## src/rtl/sq_doorbell_tracker.sv

```systemverilog
module sq_doorbell_tracker #(
  parameter int DEPTH = 12,
  localparam int IW = (DEPTH < 2) ? 1 : $clog2(DEPTH)
) (
  input  logic          clk,
  input  logic          rst,
  input  logic          db_wr,
  input  logic [IW-1:0] db_tail,
  output logic          fetch_valid,
  output logic [IW-1:0] fetch_slot,
  input  logic          fetch_ready,
  output logic [IW-1:0] head_out,
  output logic          db_err
);

  localparam logic [IW:0] DEP  = DEPTH[IW:0];
  localparam logic [IW-1:0] LAST = IW'(DEPTH - 1);

  logic [IW-1:0] head_q, tail_q;
  logic          err_q;
  logic [IW-1:0] occ, span;
  logic          in_range, db_ok, accept;

  function automatic logic [IW-1:0] mdiff(input logic [IW-1:0] a, input logic [IW-1:0] b);
    logic [IW:0] t;
    t = {1'b0, a} - {1'b0, b};
    if (a < b) t = t + DEP;
    return t[IW-1:0];
  endfunction

  assign occ      = mdiff(tail_q, head_q);
  assign span     = mdiff(db_tail, head_q);
  assign in_range = ({1'b0, db_tail} < DEP);
  assign db_ok    = in_range && (span >= occ);

  assign fetch_valid = (head_q != tail_q);
  assign fetch_slot  = head_q;
  assign head_out    = head_q;
  assign db_err      = err_q;
  assign accept      = fetch_valid & fetch_ready;

  always_ff @(posedge clk) begin
    if (rst) begin
      head_q <= '0;
      tail_q <= '0;
      err_q  <= 1'b0;
    end else begin
      if (db_wr) begin
        if (db_ok) tail_q <= db_tail;
        else       err_q  <= 1'b1;
      end
      if (accept) head_q <= (head_q == LAST) ? '0 : head_q + 1'b1;
    end
  end

  p_reset_clear_r1: assert property (@(posedge clk) rst |=> !fetch_valid && head_out == '0 && !db_err);

  p_head_hold_r4: assert property (@(posedge clk) disable iff (rst)
    !(fetch_valid && fetch_ready) |=> $stable(head_out));

  p_slot_stable_r4: assert property (@(posedge clk) disable iff (rst)
    (fetch_valid && !fetch_ready) |=> fetch_valid && $stable(fetch_slot));

  p_head_step_r3: assert property (@(posedge clk) disable iff (rst)
    (fetch_valid && fetch_ready) |=>
      head_out == (($past(head_out) == LAST) ? '0 : $past(head_out) + 1'b1));

  p_err_sticky_r9: assert property (@(posedge clk) disable iff (rst) db_err |=> db_err);

  p_bad_index_r6: assert property (@(posedge clk) disable iff (rst)
    (db_wr && !in_range) |=> db_err && $stable(tail_q));

  p_ptr_range_r3: assert property (@(posedge clk) disable iff (rst)
    ({1'b0, head_q} < DEP) && ({1'b0, tail_q} < DEP));

endmodule

```

## config.mk

```make
export PLATFORM = sky130hd
export DESIGN_NAME = sq_doorbell_tracker
export DESIGN_NICKNAME = d
export VERILOG_FILES = /design/src/rtl/sq_doorbell_tracker.sv
export SDC_FILE = /design/constraint.sdc
export NUM_CORES = 1
export LEC_CHECK = 0
export BUFFER_PORTS_ARGS = -buffer_cell sky130_fd_sc_hd__buf_2
export CORE_MARGIN = 2
export CORE_UTILIZATION = 26
export DETAILED_ROUTE_END_ITERATION = 10
export PLACE_DENSITY = 0.53
export SYNTH_ARGS = -nofsm -noshare
export SYNTH_HDL_FRONTEND = slang
export SYNTH_SLANG_ARGS = --single-unit
export TNS_END_PERCENT = 30
```

## constraint.sdc

```tcl
create_clock -name clk -period 7.9 [get_ports clk]
set_input_delay 0.395 -clock clk [delete_from_list [all_inputs] [get_ports clk]]
set_output_delay 0.395 -clock clk [all_outputs]
set_load 0.05 [all_outputs]
```

==> metrics.md <==
| Metric | Value |
|---|---|
| Die X | `between 60 and 70 µm` |
| Most instantiated flip-flop cell in the synthesis netlist | `dfxtp_1` |
| Setup violation total in the final timing report | `0` |
| Share of synthesized cell area in full adder, half adder and majority cells | `0.2007` |
| Critical path endpoint category | `register` |
| Total congestion overflow | `0` |
| Relative contribution of sequential cells to total power | `0.152` |
| Effective utilization at floorplan | `0.2737` |
| GPL Wtd Cong | `approximately 0.8` |
| Post-detailed-placement half-perimeter wirelength | `2.002 mm` |
| Pin count of the biggest net entering global routing | `14` |
| Remaining max-slew budget at the tightest pin | `0.7900` |
| Power per Cell Area | `430.3 nW/µm²` |
| Sequential-to-total area share from yosys stat | `0.1784` |
| Via count | `1,020` |
| Int Pwr | `approximately 230 µW` |
| Setup fix buffers added after clock tree synthesis | `0` |
| Compound-cell area share of the yosys netlist | `0.2887` |
| Count of pins on the block boundary | `18` |
| Footprint of the multi-input gates | `728.2 µm²` |
| End-of-flow core utilization | `0.3121` |
| Number of buffers between clock root and the deepest sink | `2` |
| Worst Hold Margin | `roughly 440 ps` |
| Via count of the first global-routing pass | `908` |
| Most used standard cells in the synthesized netlist | `nor2_1 (15), inv_1 (14), ha_1 (13)` |
| Total clock buffers created by CTS | `3` |
| TritonCTS clock tree | `yes` |
| Site Rows | `22` |
| Number of sinks driven by the clock tree | `9` |
| Final antenna diode count | `0` |
| Vertical extent of the die | `66.32 µm` |
| Number of synthesized flops with an enable pin | `0` |
| Clock network power share | `0.111` |
| # DRC | `0` |
| Area growth from synthesis to final layout | `14.00%` |
| DR pass1 iterations | `6` |
| Post-cts hold buffer count | `0` |
| Gate count after technology mapping | `131` |
| Dominant combinational cell family by area after synthesis | `compound AO/OA/AOI/OAI gates` |
| Leakage power total | `0.0005068 µW` |
| Iteration-0 DRC Markers | `16` |
| Switching power share of the total | `0.5327` |
| Number of flip-flops and latches in the synthesized netlist | `9` |
| Syn Std Cell Area | `~1000 µm²` |
| Maximum net fanout on the critical path | `8` |
| Net count after synthesis | `154` |
| Tcrit/Tclk final | `0.3670` |
| Worst setup path category | `register to register` |
| Worst endpoint data arrival time | `3030 ps` |
| Number of synthesis warnings | `0` |
| First-pass GRT wire length | `between 4 and 5 mm` |
| Filler cells | `411` |
| Final TNS setup | `0 ps` |
| Proportion of layout cells with a drive suffix above 1 | `0.1862` |
| Footprint of the flip-flops and latches | `between 150 and 200 µm²` |
| Category of the worst setup path launch point | `register` |
| Area leader, netlist | `dfxtp_1` |
| Power spent charging and discharging nets | `around 260 µW` |
| HP Class | `register to register` |
| Gates resized, CTS repair | `0` |
| Max-slew violation count | `0` |
| Simple-gate share of the synthesized area | `0.2131` |
| Total number of nets in the final design | `between 150 and 200` |
| Die Area | `~4400 µm²` |
| Worst path required time | `8030 ps` |
| Number of H-tree branching levels | `1` |
| Initial antenna violation count | `0` |
| Maximum capacitance violations | `0` |
| Largest clock skew in the final design | `4.335 ps` |
| Mux cell area share after synthesis | `0.009913` |
| Number of hold violations in the final report | `0` |
| Distinct cell type count after synthesis | `slightly above 40` |
| Most numerous cell in the Yosys netlist | `nor2_1` |
| GRT Total Usage | `0.1227` |
| Port-buffer cells | `17` |
| Core Area | `3689 µm²` |
| Leading cell types by total area after synthesis | `dfxtp_1 (18%), ha_1 (16%), a21oi_1 (5.9%)` |
| Met1 WL | `1.186 mm` |
| Syn Area/Cell | `7.708 µm²` |
| Outcome | `completed` |
| Share of flip-flops with an asynchronous set or reset after synthesis | `0` |
| Clk slew on worst S/H paths | `50 ps` |
| Detail-routed via count per cell | `5.285` |
| Highest metal layer with signal wires | `met4` |
| Xor and xnor area share after synthesis | `0.008674` |
| Routed met2 length | `~1.1 mm` |
| Slew at the pin with the worst max-slew slack | `311.0 ps` |
| Unrepaired setup endpoints after global routing | `no` |
| DR WL/cell | `about 13 µm` |
| Clock tree root buffer cell | `clkbuf_8` |
| Achievable frequency | `around 340 MHz` |
| Maximum resistive drop on vdd | `between 0.0002 and 0.0003 V` |
| Combinational cell fraction of total power | `0.737` |
| Min Clock Period, post-route | `2900 ps` |
| Share of Yosys cell area claimed by the top area cell type | `0.1784` |
| Total wire length after detailed routing | `2.464 mm` |
| Number of nets still failing antenna checks after routing | `0` |
| Source-to-sink clock delay at the later pin of the worst-skew pair | `240 ps` |
| Wire length on met3 | `112 µm` |
==> worst max-delay path, stage by stage (launching register included) <==
cell      delay, ps
dfxtp_1         470
ha_1            220
inv_1            50
fa_1            460
inv_1            90
a21oi_1          60
o32ai_1         240
a211oi_1        120
ha_1            320
a21o_1          240
a32oi_1         200
o22ai_1         100
a31o_2          220
==> registers in the layout, indices dropped and copies added, names as in the netlist <==
register    count
db_err          1
fetch_slot      4
tail_q          4
==> final timing paths <==
path | start | endpoint | slack (ps) | cells after the start
worst max-delay path | fetch_slot[0]$_SDFFE_PP0P_ | tail_q[3]$_SDFFE_PP0P_ | 5000 | 12
worst min-delay path | db_err$_SDFFE_PP0P_ | db_err$_SDFFE_PP0P_ | 440 | 2
worst min register to register | db_err$_SDFFE_PP0P_ | db_err$_SDFFE_PP0P_ | 440 | 2
worst max register to register | fetch_slot[0]$_SDFFE_PP0P_ | tail_q[3]$_SDFFE_PP0P_ | 5000 | 12
==> kinds of logic (layout without fill, tap and decap cells) <==
family                   count (synthesis)  in the layout
AO/OA/AOI/OAI                           42             42
XOR/XNOR                                 1              1
adder cells (fa/ha/maj)                 15             15
buffers and inverters                   21             35
flip-flops                               9              9
multiplexers                             1              1
AND/OR/NAND/NOR                         42             42
==> power by group through the flow <==
stage	clock network (µW)	registers, µW	logic, µW
global route	60.0	77.6	404
detailed placement	0	76.6	365
floorplan	0	93.2	284
finish	55.1	75.3	365
CTS	57.7	75.7	366
global placement	0	75.6	359
==> metrics by stage <==
step / instances / power [µW] / setup WS (ps) / instance area, µm²
detailed placement: 189 / 441.8 / 4997 / 1106
floorplan: 131 / 377.5 / 4862 / 1010
global placement: 189 / 434.6 / 5056 / 1106
finish: 193 / 495.4 / 5000 / 1151
global route: 193 / 541.1 / 4747 / 1151
CTS: 193 / 499.9 / 4998 / 1151
==> layout by cell type, fill, tap and decap left out, types with 4 or more instances in the layout <==
cell / n
dfxtp_1: 9
nand2_1: 11
a21oi_1: 12
inv_1: 14
buf_2: 17
ha_1: 13
nor2b_1: 4
nor2_1: 15
==> per-layer routing <==
layer,track usage,vias up
met1,0.1452,480
li1,-,506
met4,0.05357,0
met2,0.2075,30
met3,0.03066,4
met5,0,-
==> final cells by class <==
| type | instances | area share |
|---|---|---|
| well taps | 48 | 0.05217 |
| flip-flops and latches | 9 | 0.1565 |
| multi-input cells | 101 | 0.6326 |
| clock buffers | 4 | 0.03913 |
| inverters | 14 | 0.04565 |
| repair buffers | 17 | 0.07391 |
Power figures use the tool's default switching activity.
